[config.mk]
export PLATFORM = sky130hd
export DESIGN_NAME = ibr_bridge
export DESIGN_NICKNAME = d
export VERILOG_FILES = /design/src/rtl/ibr_pkg.sv /design/src/rtl/ibr_csr_regs.sv /design/src/rtl/ibr_range_chk.sv /design/src/rtl/ibr_cmd_fsm.sv /design/src/rtl/ibr_bridge.sv
export SDC_FILE = /design/constraint.sdc
export NUM_CORES = 1
export LEC_CHECK = 0
export BUFFER_PORTS_ARGS = -buffer_cell sky130_fd_sc_hd__buf_4
export CELL_PAD_IN_SITES_DETAIL_PLACEMENT = 0
export CELL_PAD_IN_SITES_GLOBAL_PLACEMENT = 2
export CORE_MARGIN = 3
export CORE_UTILIZATION = 25
export DETAILED_ROUTE_END_ITERATION = 8
export GPL_ROUTABILITY_DRIVEN = 0
export PLACE_DENSITY = 0.73
export SKIP_CTS_REPAIR_TIMING = 1
export SLEW_MARGIN = 20
export SYNTH_ARGS = -nofsm -noshare
export SYNTH_HDL_FRONTEND = slang
export SYNTH_SLANG_ARGS = --single-unit
[constraint.sdc]
create_clock -name clk -period 3.3 [get_ports clk]
set_input_delay 0 -clock clk [delete_from_list [all_inputs] [get_ports clk]]
set_output_delay 0 -clock clk [all_outputs]
set_load 0.1 [all_outputs]
[src/rtl/ibr_pkg.sv]
// Shared constants and types for the indirect register bridge.
// Assumes a 4-register window addressed by word index h_addr[3:2].
package ibr_pkg;

    // Word index of each window register (byte offset >> 2)
    localparam logic [1:0] SEL_CMD  = 2'd0;
    localparam logic [1:0] SEL_ADDR = 2'd1;
    localparam logic [1:0] SEL_RDAT = 2'd2;
    localparam logic [1:0] SEL_WDAT = 2'd3;

    // Bit positions inside the command register
    localparam int CMD_RD_BIT  = 0;
    localparam int CMD_WR_BIT  = 1;
    localparam int CMD_ACK_BIT = 2;
    localparam int CMD_ERR_BIT = 3;

    // Command engine states
    typedef enum logic [1:0] {
        ST_IDLE  = 2'd0,
        ST_ISSUE = 2'd1,
        ST_DONE  = 2'd2
    } ibr_state_e;

endpackage

[src/rtl/ibr_csr_regs.sv]
// Host-side register window: decodes the host port, holds the target
// address and write-data registers and multiplexes host read data.
// Assumes h_wen is a one-cycle strobe; the command and read-data values
// are owned by the command engine and only viewed here.
module ibr_csr_regs
    import ibr_pkg::*;
#(
    parameter int DW = 32,
    parameter int AW = 32
) (
    input  logic          clk,
    input  logic          rst_n,
    input  logic          h_wen,
    input  logic [3:0]    h_addr,
    input  logic [DW-1:0] h_wdata,
    output logic [DW-1:0] h_rdata,
    input  logic [DW-1:0] cmd_view,
    input  logic [DW-1:0] rdat_view,
    output logic [AW-1:0] tgt_addr,
    output logic [DW-1:0] tgt_wdata,
    output logic          cmd_wr_stb,
    output logic [DW-1:0] cmd_wr_val
);

    logic       aligned;
    logic [1:0] sel;

    assign aligned    = (h_addr[1:0] == 2'b00);
    assign sel        = h_addr[3:2];
    assign cmd_wr_stb = h_wen && aligned && (sel == SEL_CMD);
    assign cmd_wr_val = h_wdata;

    // Store host writes to the target-address and write-data registers
    always_ff @(posedge clk) begin
        if (!rst_n) begin
            tgt_addr  <= '0;
            tgt_wdata <= '0;
        end else if (h_wen && aligned) begin
            if (sel == SEL_ADDR) tgt_addr  <= AW'(h_wdata);
            if (sel == SEL_WDAT) tgt_wdata <= h_wdata;
        end
    end

    // Select the register the host is reading
    always_comb begin
        h_rdata = '0;
        if (aligned) begin
            unique case (sel)
                SEL_CMD:  h_rdata = cmd_view;
                SEL_ADDR: h_rdata = DW'(tgt_addr);
                SEL_RDAT: h_rdata = rdat_view;
                SEL_WDAT: h_rdata = tgt_wdata;
                default:  h_rdata = '0;
            endcase
        end
    end

    // a write to the read-data offset never changes the other host registers
    a_r1_rdat_readonly: assert property (@(posedge clk) disable iff (!rst_n)
        (h_wen && aligned && sel == SEL_RDAT) |=> ($stable(tgt_addr) && $stable(tgt_wdata)));

endmodule

[src/rtl/ibr_range_chk.sv]
// Target-address legality check: the address must not exceed MAX_ADDR
// and must be a multiple of STRIDE (a power of two). Pure combinational.
module ibr_range_chk #(
    parameter int          AW       = 32,
    parameter int unsigned MAX_ADDR = 32'hFFF,
    parameter int unsigned STRIDE   = 4
) (
    input  logic [AW-1:0] addr,
    output logic          addr_ok
);

    localparam int SB = $clog2(STRIDE);

    logic in_range;
    logic aligned;

    assign in_range = (addr <= AW'(MAX_ADDR));

    // Alignment test only exists when the stride is wider than one byte
    generate
        if (SB == 0) begin : g_no_align
            assign aligned = 1'b1;
        end else begin : g_align
            assign aligned = (addr[SB-1:0] == '0);
        end
    endgenerate

    assign addr_ok = in_range && aligned;

endmodule

[src/rtl/ibr_cmd_fsm.sv]
// Command engine: accepts read/write commands while idle, refuses illegal
// ones at once, otherwise runs one request/ready transfer on the back-end
// with a cycle-count timeout, then holds acknowledge until a zero write.
// Assumes be_ready is only raised while be_req is high.
module ibr_cmd_fsm
    import ibr_pkg::*;
#(
    parameter int DW         = 32,
    parameter int AW         = 32,
    parameter int BE_TIMEOUT = 1024
) (
    input  logic          clk,
    input  logic          rst_n,
    input  logic          cmd_wr_stb,
    input  logic [DW-1:0] cmd_wr_val,
    input  logic [AW-1:0] tgt_addr,
    input  logic [DW-1:0] tgt_wdata,
    input  logic          addr_ok,
    output logic [DW-1:0] cmd_view,
    output logic [DW-1:0] rdat_view,
    output logic          be_req,
    output logic          be_we,
    output logic [AW-1:0] be_addr,
    output logic [DW-1:0] be_wdata,
    input  logic          be_ready,
    input  logic [DW-1:0] be_rdata
);

    localparam int TW = (BE_TIMEOUT > 1) ? $clog2(BE_TIMEOUT) : 1;
    localparam logic [TW-1:0] TMO_LAST = TW'(BE_TIMEOUT - 1);

    ibr_state_e    state;
    logic          rd_q, wr_q, ack_q, err_q;
    logic [AW-1:0] addr_lat;
    logic [DW-1:0] wdat_lat;
    logic [DW-1:0] rdat_q;
    logic [TW-1:0] tmo_cnt;

    logic want_rd, want_wr, is_clear, start, bad, tmo_hit;

    assign want_rd  = cmd_wr_val[CMD_RD_BIT];
    assign want_wr  = cmd_wr_val[CMD_WR_BIT];
    assign is_clear = (cmd_wr_val == '0);
    assign start    = cmd_wr_stb && (state == ST_IDLE) && (want_rd || want_wr);
    assign bad      = (want_rd && want_wr) || !addr_ok;
    assign tmo_hit  = (tmo_cnt == TMO_LAST);

    // Advance the command engine and latch transfer data, results and flags
    always_ff @(posedge clk) begin
        if (!rst_n) begin
            state    <= ST_IDLE;
            rd_q     <= 1'b0;
            wr_q     <= 1'b0;
            ack_q    <= 1'b0;
            err_q    <= 1'b0;
            addr_lat <= '0;
            wdat_lat <= '0;
            rdat_q   <= '0;
            tmo_cnt  <= '0;
        end else begin
            unique case (state)
                ST_IDLE: begin
                    if (start) begin
                        rd_q     <= want_rd;
                        wr_q     <= want_wr;
                        addr_lat <= tgt_addr;
                        wdat_lat <= tgt_wdata;
                        tmo_cnt  <= '0;
                        if (bad) begin
                            ack_q <= 1'b1;
                            err_q <= 1'b1;
                            if (want_rd) rdat_q <= '0;
                            state <= ST_DONE;
                        end else begin
                            state <= ST_ISSUE;
                        end
                    end
                end
                ST_ISSUE: begin
                    if (be_ready) begin
                        if (rd_q) rdat_q <= be_rdata;
                        ack_q <= 1'b1;
                        state <= ST_DONE;
                    end else if (tmo_hit) begin
                        if (rd_q) rdat_q <= '0;
                        ack_q <= 1'b1;
                        err_q <= 1'b1;
                        state <= ST_DONE;
                    end else begin
                        tmo_cnt <= tmo_cnt + 1'b1;
                    end
                end
                ST_DONE: begin
                    if (cmd_wr_stb && is_clear) begin
                        rd_q  <= 1'b0;
                        wr_q  <= 1'b0;
                        ack_q <= 1'b0;
                        err_q <= 1'b0;
                        state <= ST_IDLE;
                    end
                end
                default: state <= ST_IDLE;
            endcase
        end
    end

    // Present the command register and the back-end request
    always_comb begin
        cmd_view              = '0;
        cmd_view[CMD_RD_BIT]  = rd_q;
        cmd_view[CMD_WR_BIT]  = wr_q;
        cmd_view[CMD_ACK_BIT] = ack_q;
        cmd_view[CMD_ERR_BIT] = err_q;
    end

    assign rdat_view = rdat_q;
    assign be_req    = (state == ST_ISSUE);
    assign be_we     = wr_q;
    assign be_addr   = addr_lat;
    assign be_wdata  = wdat_lat;

    // a zero write after acknowledge leaves the command register at zero
    a_r5_clear_zero: assert property (@(posedge clk) disable iff (!rst_n)
        (state == ST_DONE && cmd_wr_stb && is_clear) |=> (cmd_view == '0));

    // command writes during an acknowledged command change nothing
    a_r6_ignore_acked: assert property (@(posedge clk) disable iff (!rst_n)
        (state == ST_DONE && cmd_wr_stb && !is_clear) |=> ($stable(cmd_view) && !be_req));

    // command writes during a pending transfer do not drop the request
    a_r6_ignore_pending: assert property (@(posedge clk) disable iff (!rst_n)
        (be_req && !be_ready && !tmo_hit && cmd_wr_stb) |=> be_req);

    // a refused command acknowledges with error and never requests
    a_r7_refuse: assert property (@(posedge clk) disable iff (!rst_n)
        (start && bad) |=> (!be_req && cmd_view[CMD_ACK_BIT] && cmd_view[CMD_ERR_BIT]));

    // clean acknowledge only follows a completed handshake
    a_r4_ack_after_ready: assert property (@(posedge clk) disable iff (!rst_n)
        ($rose(ack_q) && !err_q) |-> $past(be_req && be_ready));

    // the error flag never stands without acknowledge
    a_r7_err_has_ack: assert property (@(posedge clk) disable iff (!rst_n)
        err_q |-> ack_q);

    // the wait counter stays inside the timeout window
    a_r9_tmo_bound: assert property (@(posedge clk) disable iff (!rst_n)
        tmo_cnt <= TMO_LAST);

    // request and its payload hold until ready or timeout
    a_r10_req_hold: assert property (@(posedge clk) disable iff (!rst_n)
        (be_req && !be_ready && !tmo_hit) |=>
            (be_req && $stable(be_addr) && $stable(be_we) && $stable(be_wdata)));

endmodule

[src/rtl/ibr_bridge.sv]
// Indirect register access bridge top: a four-register host window that
// turns read/write commands into single back-end request/ready transfers.
// Assumes a one-cycle host write strobe and a back-end that answers only
// an asserted request.
module ibr_bridge #(
    parameter int          DW         = 32,
    parameter int          AW         = 32,
    parameter int unsigned MAX_ADDR   = 32'hFFF,
    parameter int unsigned STRIDE     = 4,
    parameter int          BE_TIMEOUT = 1024
) (
    input  logic          clk,
    input  logic          rst_n,
    input  logic          h_wen,
    input  logic [3:0]    h_addr,
    input  logic [DW-1:0] h_wdata,
    output logic [DW-1:0] h_rdata,
    output logic          be_req,
    output logic          be_we,
    output logic [AW-1:0] be_addr,
    output logic [DW-1:0] be_wdata,
    input  logic          be_ready,
    input  logic [DW-1:0] be_rdata
);

    logic [DW-1:0] cmd_view;
    logic [DW-1:0] rdat_view;
    logic [AW-1:0] tgt_addr;
    logic [DW-1:0] tgt_wdata;
    logic          cmd_wr_stb;
    logic [DW-1:0] cmd_wr_val;
    logic          addr_ok;

    ibr_csr_regs #(.DW(DW), .AW(AW)) u_csr (
        .clk        (clk),
        .rst_n      (rst_n),
        .h_wen      (h_wen),
        .h_addr     (h_addr),
        .h_wdata    (h_wdata),
        .h_rdata    (h_rdata),
        .cmd_view   (cmd_view),
        .rdat_view  (rdat_view),
        .tgt_addr   (tgt_addr),
        .tgt_wdata  (tgt_wdata),
        .cmd_wr_stb (cmd_wr_stb),
        .cmd_wr_val (cmd_wr_val)
    );

    ibr_range_chk #(.AW(AW), .MAX_ADDR(MAX_ADDR), .STRIDE(STRIDE)) u_rng (
        .addr    (tgt_addr),
        .addr_ok (addr_ok)
    );

    ibr_cmd_fsm #(.DW(DW), .AW(AW), .BE_TIMEOUT(BE_TIMEOUT)) u_fsm (
        .clk        (clk),
        .rst_n      (rst_n),
        .cmd_wr_stb (cmd_wr_stb),
        .cmd_wr_val (cmd_wr_val),
        .tgt_addr   (tgt_addr),
        .tgt_wdata  (tgt_wdata),
        .addr_ok    (addr_ok),
        .cmd_view   (cmd_view),
        .rdat_view  (rdat_view),
        .be_req     (be_req),
        .be_we      (be_we),
        .be_addr    (be_addr),
        .be_wdata   (be_wdata),
        .be_ready   (be_ready),
        .be_rdata   (be_rdata)
    );

    // no request may appear while reset is applied
    a_r2_reset_idle: assert property (@(posedge clk)
        !rst_n |=> !be_req);

endmodule

# Word level (Yosys, flattened, before mapping)
# Index checks and enable logic that the tools add are counted.
totals:
  regBits: 176
  inputBits: 72
  out_inout_bits: 98
  elab_cells: 87
classes:
  addsub: 1
  magnitude_cmp: 1
  n_eq_ne: 15
  mux: 32
  n_reduce_logical: 27
op_table:
  columns: ["cell", "n"]
  rows:
  - ["$mux W32", 8]
  - ["$pmux W32 S4", 1]
  - ["$pmux W32 S2", 1]
  - ["$le A32 B12 Y1 const B", 1]
  - ["$logic_not A32 Y1", 1]
  - ["$mux W10", 3]
  - ["$pmux W10 S2", 1]
  - ["$reduce_and A6 Y1", 2]
  - ["$add A10 B1 Y10 const B", 1]
  - ["$eq A10 B10 Y1 const B", 1]
  - ["$mux W2", 5]
  - ["$ne A2 B1 Y1 const B", 5]
  - ["$logic_not A2 Y1", 4]
  - ["$mux W1", 8]
  - ["$logic_and A1 B1 Y1", 7]
  - ["$eq A2 B2 Y1 const B", 3]
  - ["$ne A2 B2 Y1 const B", 3]
  - ["$pmux W1 S3", 2]
  - ["$pmux W2 S3", 1]
  - ["$reduce_and A2 Y1", 3]
  - ["$reduce_and A3 Y1", 2]
  - ["$reduce_and A5 Y1", 1]
  - ["$eq A2 B1 Y1 const B", 2]
  - ["$pmux W1 S2", 2]
  - ["other kinds (6)", 8]

# Depth between registers and ports, before layout
# Gate-level depths: netlist (run 1).
depth:
  depth_word: 7
  ltp_mapped: 9
  depth_no_buf: 5

# By module
# From an unflattened synthesis (run 1), not the netlist that was laid out.
hier_totals:
  cells_unflattened: 927
  hier_area_um2: 8396.8
modules_own_cells:
  columns: ["module", "instances", "cells_per_inst", "area_each_um2", "seq_area_each_um2"]
  rows:
  - ["ibr_cmd_fsm", 1, 566, 4647.0, 2242.2]
  - ["ibr_csr_regs", 1, 354, 3698.5, 1281.2]
  - ["ibr_range_chk", 1, 7, 51.3, 0.0]

# Worst setup path after synthesis (run 1)
# Ideal clock, no wire load.
synth_path:
  path_kind: "register to register"
  start: "register u_fsm.state[0]"
  end: "register u_fsm.rdat_q[10], in the netlist u_fsm.rdat_view[10]"
  setup_time_ns: 0.060
  t_arrival_ns: 2.271
  required_time_ns: 3.240
  setup_slack_ns: 0.969
  path_stages_with_launch: 8
  n_path_buf: 2
  period_less_slack_ns: 2.331
  path_cell_list: "dfxtp_1 > clkbuf_2 > or2b_2 > inv_1 > nand2_1 > nor3b_2 > clkbuf_1 > a22o_1"
synth_between:
  elab_cells_between_ends: 12
  cone_classes: "eq/ne (6); mux (1); reduce/logical (5)"
synth_lines:
  columns: ["item", "line", "rtl"]
  rows:
  - ["start: declaration", "ibr_cmd_fsm.sv:32", "ibr_state_e state;"]
  - ["start signal: assignment", "ibr_cmd_fsm.sv:51", "state <= ST_IDLE;"]
  - ["start signal: assignment", "ibr_cmd_fsm.sv:73", "state <= ST_DONE;"]
  - ["start signal: assignment", "ibr_cmd_fsm.sv:75", "state <= ST_ISSUE;"]
  - ["$eq A2 B1 Y1 *", null, null]
  - ["via be_req", "ibr_bridge.sv:18", "output logic be_req,"]
  - ["$ne A3 B1 Y1 (no source line) (tied with other cells)", null, null]
  - ["$reduce_and A6 Y1 (no source line)", null, null]
  - ["end signal: assignment", "ibr_cmd_fsm.sv:81", "if (rd_q) rdat_q <= be_rdata;"]
  - ["end: declaration", "ibr_cmd_fsm.sv:36", "logic [DW-1:0] rdat_q;"]
# Mark *: on every way through the listed nets, which the timed path passes. The rest lies on a longest branch.
# A chain may end at the register's enable or synchronous reset.

# Worst setup path after layout (run 1)
layout_path:
  start: "register u_csr.tgt_addr[18]"
  end: "register u_fsm.rdat_q[31], in the netlist u_fsm.rdat_view[31]"
layout_between:
  elab_chain_cells: 6
layout_rtl:
  columns: ["item", "line", "rtl"]
  rows:
  - ["start: declaration", "ibr_csr_regs.sv:19", "output logic [AW-1:0] tgt_addr,"]
  - ["start signal: assignment", "ibr_csr_regs.sv:39", "if (sel == SEL_ADDR) tgt_addr <= AW'(h_wdata);"]
  - ["$le A32 B12 Y1", "ibr_range_chk.sv:17", "assign in_range = (addr <= AW'(MAX_ADDR));"]
  - ["$logic_and A1 B1 Y1", "ibr_range_chk.sv:28", "assign addr_ok = in_range && aligned;"]
  - ["$logic_not A1 Y1", "ibr_cmd_fsm.sv:45", "assign bad = (want_rd && want_wr) || !addr_ok;"]
  - ["$logic_or A1 B1 Y1", "ibr_cmd_fsm.sv:45", null]
  - ["$ne A2 B1 Y1 (no source line)", null, null]
  - ["$reduce_and A6 Y1 (no source line)", null, null]
# Every way passes these cells.

==> results.md, run 1 <==
- Status: complete, no violations
- Num CTS Buffers: 17
- Power Internal: roughly 3.3 mW
- Worst-path clk slew: 0.08 ns
- Fin crit share: 75.6%
- Largest net degree at the start of global routing: between 50 and 60
- Crit path largest cell delay: 0.47 ns
- H-tree depth: 4
- Clock tree sinks: 176
- Worst-path maximum fanout: 22
- Antenna violations before repair: 0
- Die Y: ~180 microns
- Post-route setup TNS: 0 ns
- Post-layout util: a little over a third
- CP required: around 3.7 ns
- Yosys top cell area share: around half
- Overflow after GRT: 0
- Switching fraction of total power: 27.0%
- Chip width: 175 microns
- Async SR Flop Fraction: 0%
- DR DRC count: 0
- Slew headroom: between 30% and 40%
- Syn_nets: 928
- Cell Rows: 61
- Post-synthesis area per instance: 8.38 sq um
- Hold-critical path depth: 3
- Root Buffer: clkbuf_16
- Worst R2R Setup Slack: 0.81 ns
- Worst hold path class: input port to flop
- Fin crit period: approximately 2.5 ns
- VDD IR-drop max: a little under 0.0003 V
- CTS tree: yes
- Count of final setup violators: 0
- Crit-path cells: nor4_1 > nand4_1 > or3_1 > a31oi_4 > buf_4 > a22o_1
- GRT Util Overall: between 10% and 20%
- Worst slew pin tran: 0.943 ns
- Routed WL: ~27000 microns
- Clock network fraction of design power: 44.8%
- Layout cells sized above 1: 24.3%
- Max Cap Viol: 0
- Fin cells: 1446
- Worst setup margin: between 0.8 and 0.9 ns
- P_sw: 1.22 mW
- WL per Instance: about 19 microns
- Routed Antenna Nets: 0
- Post-Synthesis Cells: 855
- Vias in the first global route: 6443
- Dominant synthesized flop cell: dfxtp_1
- Starting DRT DRC Count: 484
- Hpwl dp: 18600 microns
- Clock skew: around 0.015 ns
- Vias: just under 7000
- Synthesis-stage register bit count: approximately 180
- Reg2Reg Depth: 6
- DP Worst Slack: 0.817 ns
- Count of final max-slew check failures: 0
- Synth area leader: dfxtp_1
- Startpoint types: flop
- Post-synth EDFFs: 0
- Pwr per Cell Area: 455 mW/mm^2
- Placed instance count: 1349
- Ant. Diodes: 0
- Largest cells by area after synthesis: dfxtp_1 49%, nand2_1 14%, a21oi_1 8.9%
- Core area: 0.0280 sq mm
- Leading cell type in the layout, fill and taps excluded: nand2_1
- Post-synthesis cell type count: 51
- FMAX: 401 MHz
- Sequential power share: 47.5%
- RSZ-0062 raised after global routing: no
- First-pass GRT wire length: 39800 microns
- Comb power frac: 7.7%
- # port buffers: 169
- Seq/Total Area, Yosys: 49.2%
- Initial core utilization: 25.6%
- Mapped Area: between 0.007 and 0.008 sq mm
- YS warnings: 0
- Top Family by Delay on Critical Path: simple AND/OR/NAND/NOR gates
- Critical Path End Type: flop
- Kind of critical path: flop to flop
- Die area: 0.0307 sq mm
- CP bufs+invs: 1
- # IOs: 170
- Final hold violation count: 0
- Via/cell ratio: around 4.7
- Clk Latency, worst-skew pair: 0.44 ns
- Commonest non-fill, non-tap cells in the layout: 264 x nand2_1, 182 x buf_4, 176 x dfxtp_1
- Critical path depth: 6
- First-pass detailed-route iteration total: 5
- Worst path arrival time: 2.87 ns
- Leakage power: 3.77 nW
- Slowest-stage cell, CP: or3_1
- Synth-to-Final Area Change: 38.8%
- Clk buf depth: 2
- Final net count: 1128
[metal layers]
metal	track usage, %	up-vias	share of wire (%)
li1	-	3329	-
met3	3.48	26	5.0
met4	4.92	0	1.6
met2	26.6	209	45
met5	0	-	0
met1	23.6	3196	48
[worst min-delay path: cells and delay by family]
family	cells	cell delay, ns
AO/OA/AOI/OAI	2	0.32
buffers and inverters	1	0.14
[sequential cells by signal, indices dropped and copies added, names as in the netlist]
signal,cells
u_fsm.state,2
u_csr.tgt_addr,32
u_fsm.be_addr,32
u_fsm.tmo_cnt,10
u_fsm.ack_q,1
u_fsm.rd_q,1
u_fsm.be_wdata,32
u_fsm.err_q,1
u_fsm.be_we,1
u_fsm.rdat_view,32
u_csr.tgt_wdata,32
[synth_stat cells (2+ instances only)]
cell and instances:
nand2_1 264, dfxtp_1 176, a21oi_1 128, nor2_1 46, clkbuf_1 45, a22o_1 32, a22oi_1 29, mux2_2 28
nor4_1 11, buf_2 8, xor2_1 8, buf_1 6, nand4_1 6, and2_1 5, and3_1 4, buf_6 4
inv_1 4, mux4_2 4, nand3_1 3, or2_2 3, or4_1 3, a31o_1 2, a41oi_1 2, and4_1 2
clkbuf_8 2, nor3_1 2, o21a_1 2, o21ai_0 2, or3_1 2
[final timing paths]
check                                          end                             from
setup / recovery  u_fsm.rdat_view[31]$_SDFFE_PN0P_  u_csr.tgt_addr[18]$_SDFFE_PN0P_
hold / removal            u_fsm.err_q$_SDFFE_PN0P_                         be_ready
setup reg to reg  u_fsm.rdat_view[31]$_SDFFE_PN0P_  u_csr.tgt_addr[18]$_SDFFE_PN0P_
hold reg to reg      u_fsm.be_addr[6]$_SDFFE_PN0P_    u_fsm.be_addr[6]$_SDFFE_PN0P_
[kinds of logic after synthesis]
group / Yosys count / share of synthesized area (%)
AOI/OAI and AO/OA: 206 / 18.2
xor gates and xnor gates: 8 / 0.978
adders and majority gates: 1 / 0.175
buffers and inverters: 71 / 4.58
DFF: 176 / 49.2
muxes: 33 / 5.80
and+or+nand+nor: 360 / 21.1
[per-stage QoR]
step	power, mW	hold WS [ns]	cell area (sq um)
6_report	4.53	0.0553	9940
5_1_grt	4.69	0.0584	9940
4_1_cts	4.52	-0.243	9290
3_5_place_dp	2.48	0.222	8710
3_3_place_gp	2.49	0.220	8710
2_1_floorplan	2.34	0.117	7160
[area by class of cell]
| type | instances | area [sq um] |
|---|---|---|
| flip-flops and latches | 176 | 3520 |
| clock buffers | 17 | 425 |
| multi-input cells | 608 | 3330 |
| inverters | 5 | 21.3 |
| clock inverters | 15 | 158 |
| repair buffers | 247 | 2020 |
| fillers | 2984 | 18100 |
| well taps | 378 | 473 |
[power groups by stage]
| stage | clock (mW) | sequential [mW] | combinational, mW |
|---|---|---|---|
| after floorplan | 0 | 2.20 | 0.139 |
| after global placement | 0 | 2.20 | 0.287 |
| final | 2.03 | 2.15 | 0.347 |
| after detailed placement | 0 | 2.20 | 0.284 |
| after CTS | 2.08 | 2.15 | 0.285 |
| after global routing | 2.17 | 2.15 | 0.370 |
Power figures use the tool's default switching activity.
==> run 2, diff against run 1 <==
ABC_AREA = 1   (was not set)
PLACE_DENSITY = 0.76   (was 0.73)
clock period = 2.61 ns   (was 3.3 ns; I/O delays follow)
==> run 2 against run 1 <==
Net effect: final cell count rose by 17%; combinational power rose by 110%; fmax rose by 22%; critical path type unchanged; the run now ends with hold timing left; synthesized area rose by 6.1%; register-to-register slack got worse by 0.24 ns; sequential share of layout area fell by 1.7 points; largest power group unchanged; setup slack got worse by 0.24 ns; clock skew fell by 0.00092 ns; cell area rose by 5.1%; critical path depth rose by 3; first-iteration DRC count fell by 1.2%; count of clock-buffer cells in the layout rose by 1.
==> results.md, run 2 <==
- # port buffers: 169 (unchanged)
- Starting DRT DRC Count: 478 (was 484)
- WL per Instance: 16.2 microns (was 18.7 microns)
- Most numerous cell in the Yosys netlist: nand2_1 (unchanged)
- Async SR Flop Fraction: 0% (unchanged)
- Worst-path clk slew: 0.07 ns (was 0.08 ns)
- Root Buffer: clkbuf_16 (unchanged)
- CTS tree: yes (unchanged)
- CP required: 2.92 ns (was 3.67 ns)
- WHS: -0.0394 ns (was 0.0553 ns)
- Num CTS Buffers: 17 (unchanged)
- VDD IR-drop max: 0.000427 V (was 0.000293 V)
- Worst setup margin: 0.566 ns (was 0.807 ns)
- Yosys top cell area share: 46.4% (was 49.2%)
- Post-synthesis cell type count: 26 (was 51)
- Clk Latency, worst-skew pair: 0.44 ns (about the same)
- Top Family by Delay on Critical Path: simple AND/OR/NAND/NOR gates (unchanged)
- Sequential cell area: 0.00352 sq mm (unchanged)
- Placed instance count: 1599 (was 1349)
- GRT Util Overall: 16.4% (was 16.9%)
- Via/cell ratio: 4.46 (was 4.67)
- Worst slew pin tran: 0.713 ns (was 0.943 ns)
- Seq/Total Area, Yosys: 46.4% (was 49.2%)
- Kind of critical path: flop to flop (unchanged)
- Layout cells sized above 1: 18.3% (was 24.3%)
- Synth area leader: dfxtp_1 (unchanged)
- Syn_nets: 1162 (was 928)
- RSZ-0062 raised after global routing: no (unchanged)
- Mapped Area: 0.00760 sq mm (was 0.00716 sq mm)
- Count of final setup violators: 0 (unchanged)
- Ant. Diodes: 0 (unchanged)
- # IOs: 170 (unchanged)
- Post-Synthesis Cells: 1089 (was 855)
- Die Y: 180 microns (was 175 microns)
- H-tree depth: 4 (unchanged)
- Clock tree sinks: 176 (unchanged)
- Worst hold path class: input port to flop (unchanged)
- Count of final max-slew check failures: 0 (unchanged)
- Vias in the first global route: 7063 (was 6443)
- Cell Rows: 63 (was 61)
- Synth cell count leaders: 186 x nand2_1, 176 x dfxtp_1, 173 x nor2_1 (was 264 x nand2_1, 176 x dfxtp_1, 128 x a21oi_1)
- Largest cells by area after synthesis: dfxtp_1 46%, o21ai_0 9.3%, nand2_1 9.2% (was dfxtp_1 49%, nand2_1 14%, a21oi_1 8.9%)
- Crit-path cells: ha_1 > nand2_1 > nor2_1 > nand3_1 > nand3_2 > buf_4 > nand3_1 > nand2_1 > nor2_1 (was nor4_1 > nand4_1 > or3_1 > a31oi_4 > buf_4 > a22o_1)
- DP Worst Slack: 0.578 ns (was 0.817 ns)
- Synth-to-Final Area Change: 37.5% (was 38.8%)
- Leakage power: 4.50 nW (was 3.77 nW)
- Slew headroom: 52.3% (was 36.3%)
- YS warnings: 0 (unchanged)
- Fin crit period: 2.04 ns (was 2.49 ns)
- Max Cap Viol: 0 (unchanged)
- Failing checks: hold timing
- Clock skew: 0.0143 ns (was 0.0152 ns)
- Critical Path End Type: flop (unchanged)
- Clk buf depth: 2 (unchanged)
- Commonest non-fill, non-tap cells in the layout: 186 x nand2_1, 186 x buf_4, 176 x dfxtp_1 (was 264 x nand2_1, 182 x buf_4, 176 x dfxtp_1)
- Pwr per Cell Area: 582 mW/mm^2 (was 455 mW/mm^2)
- Synthesis-stage register bit count: 176 (unchanged)
- Hpwl dp: 19900 microns (was 18600 microns)
- Core area: 0.0298 sq mm (was 0.0280 sq mm)
- Post-route cell area: 0.0105 sq mm (was 0.00994 sq mm)
- Antenna violations before repair: 1 (was 0)
- Dominant synthesized flop cell: dfxtp_1 (unchanged)
- CP bufs+invs: 1 (unchanged)
- FMAX: 489 MHz (was 401 MHz)
- First-pass GRT wire length: 42000 microns (was 39800 microns)
- Startpoint types: flop (unchanged)
- Slowest-stage cell, CP: dfxtp_1 (was or3_1)
- Chip width: 180 microns (was 175 microns)
- Post-synth EDFFs: 0 (unchanged)
- Initial core utilization: 25.5% (was 25.6%)
- Fin crit share: 78.3% (was 75.6%)
- Multi-input logic area: 0.00335 sq mm (was 0.00333 sq mm)
- Fin cells: 1694 (was 1446)
- Final hold violation count: 2 (was 0)
- Overflow after GRT: 0 (unchanged)
- Post-synthesis area per instance: 6.98 sq um (was 8.38 sq um)
- Worst-path maximum fanout: 30 (was 22)
- Crit path largest cell delay: 0.37 ns (was 0.47 ns)
- Fillers: 3272 (was 2984)
- Vias: 7547 (was 6760)
- Largest net degree at the start of global routing: 65 (was 51)
- Routed WL: 27400 microns (was 27000 microns)
- Routed Antenna Nets: 0 (unchanged)
- Placed cell area: 0.00924 sq mm (was 0.00871 sq mm)
- Worst path arrival time: 2.35 ns (was 2.87 ns)
- Die area: 0.0325 sq mm (was 0.0307 sq mm)
- First-pass detailed-route iteration total: 5 (unchanged)
- Final net count: 1364 (was 1128)
- DR DRC count: 0 (unchanged)
- Post-route setup TNS: 0 ns (unchanged)
- Status: finished with violations (was complete, no violations)
-- run 2: path summary, 6_finish.rpt --
kind,slack [ns],to,cells after the start,from
worst min register to register,0.45,u_fsm.ack_q$_SDFFE_PN0P_,2,u_fsm.ack_q$_SDFFE_PN0P_
worst max register to register,0.57,u_fsm.rdat_view[15]$_SDFFE_PN0P_,9,u_fsm.tmo_cnt[1]$_SDFFE_PN0P_
worst min-delay path,-0.04,u_fsm.rdat_view[15]$_SDFFE_PN0P_,5,be_rdata[15]
worst max-delay path,0.57,u_fsm.rdat_view[15]$_SDFFE_PN0P_,9,u_fsm.tmo_cnt[1]$_SDFFE_PN0P_
-- run 2: through the flow --
step | hold WS, ns | power [mW] | util (%)
global route | 0.0184 | 6.34 | 35.1
finish | -0.0394 | 6.08 | 35.1
detailed placement | 0.255 | 3.50 | 31.0
global placement | 0.244 | 3.50 | 31.0
floorplan | 0.135 | 3.25 | -
CTS | -0.198 | 6.07 | 33.0
-- run 2: cell type report --
| cell class | instances | share of cell area (%) |
|---|---|---|
| Clock buffer | 18 | 4.11 |
| Clock inverter | 14 | 1.47 |
| Inverter | 123 | 4.43 |
| Multi-Input combinational cell | 723 | 32.0 |
| Sequential cell | 176 | 33.7 |
| Tap cell | 390 | 4.67 |
| Timing Repair Buffer | 250 | 19.6 |
-- run 2: logic make-up (layout without fill, tap and decap cells) --
group	count (synthesis)	count (layout)	share of synthesized area, %
flops	176	176	46.4
simple gates	428	428	22.8
xor+xnor	3	3	0.346
buf+inv	190	405	9.77
compound gates	291	291	20.6
fa+ha+maj	1	1	0.165
-- run 2: report_power, final --
| group | internal [mW] | switching, mW | total, mW |
|---|---|---|---|
| registers | 2.74 | 0.0300 | 2.77 |
| clock network | 1.35 | 1.22 | 2.57 |
| logic | 0.252 | 0.490 | 0.742 |
-- run 2: layer usage --
layer	vias up	share of wire [%]	GRT usage [%]	wire length, microns
met1	3450	51	23.9	14100
li1	3927	-	-	-
met4	2	1.3	4.42	364
met5	-	0.051	0	14
met3	22	3.8	3.09	1040
met2	146	43	24.7	11900
-- run 2: tightest hold or removal path, delay by kind of cell --
family        cells  cell delay [ns]
simple gates      4             0.26
buf+inv           1             0.08
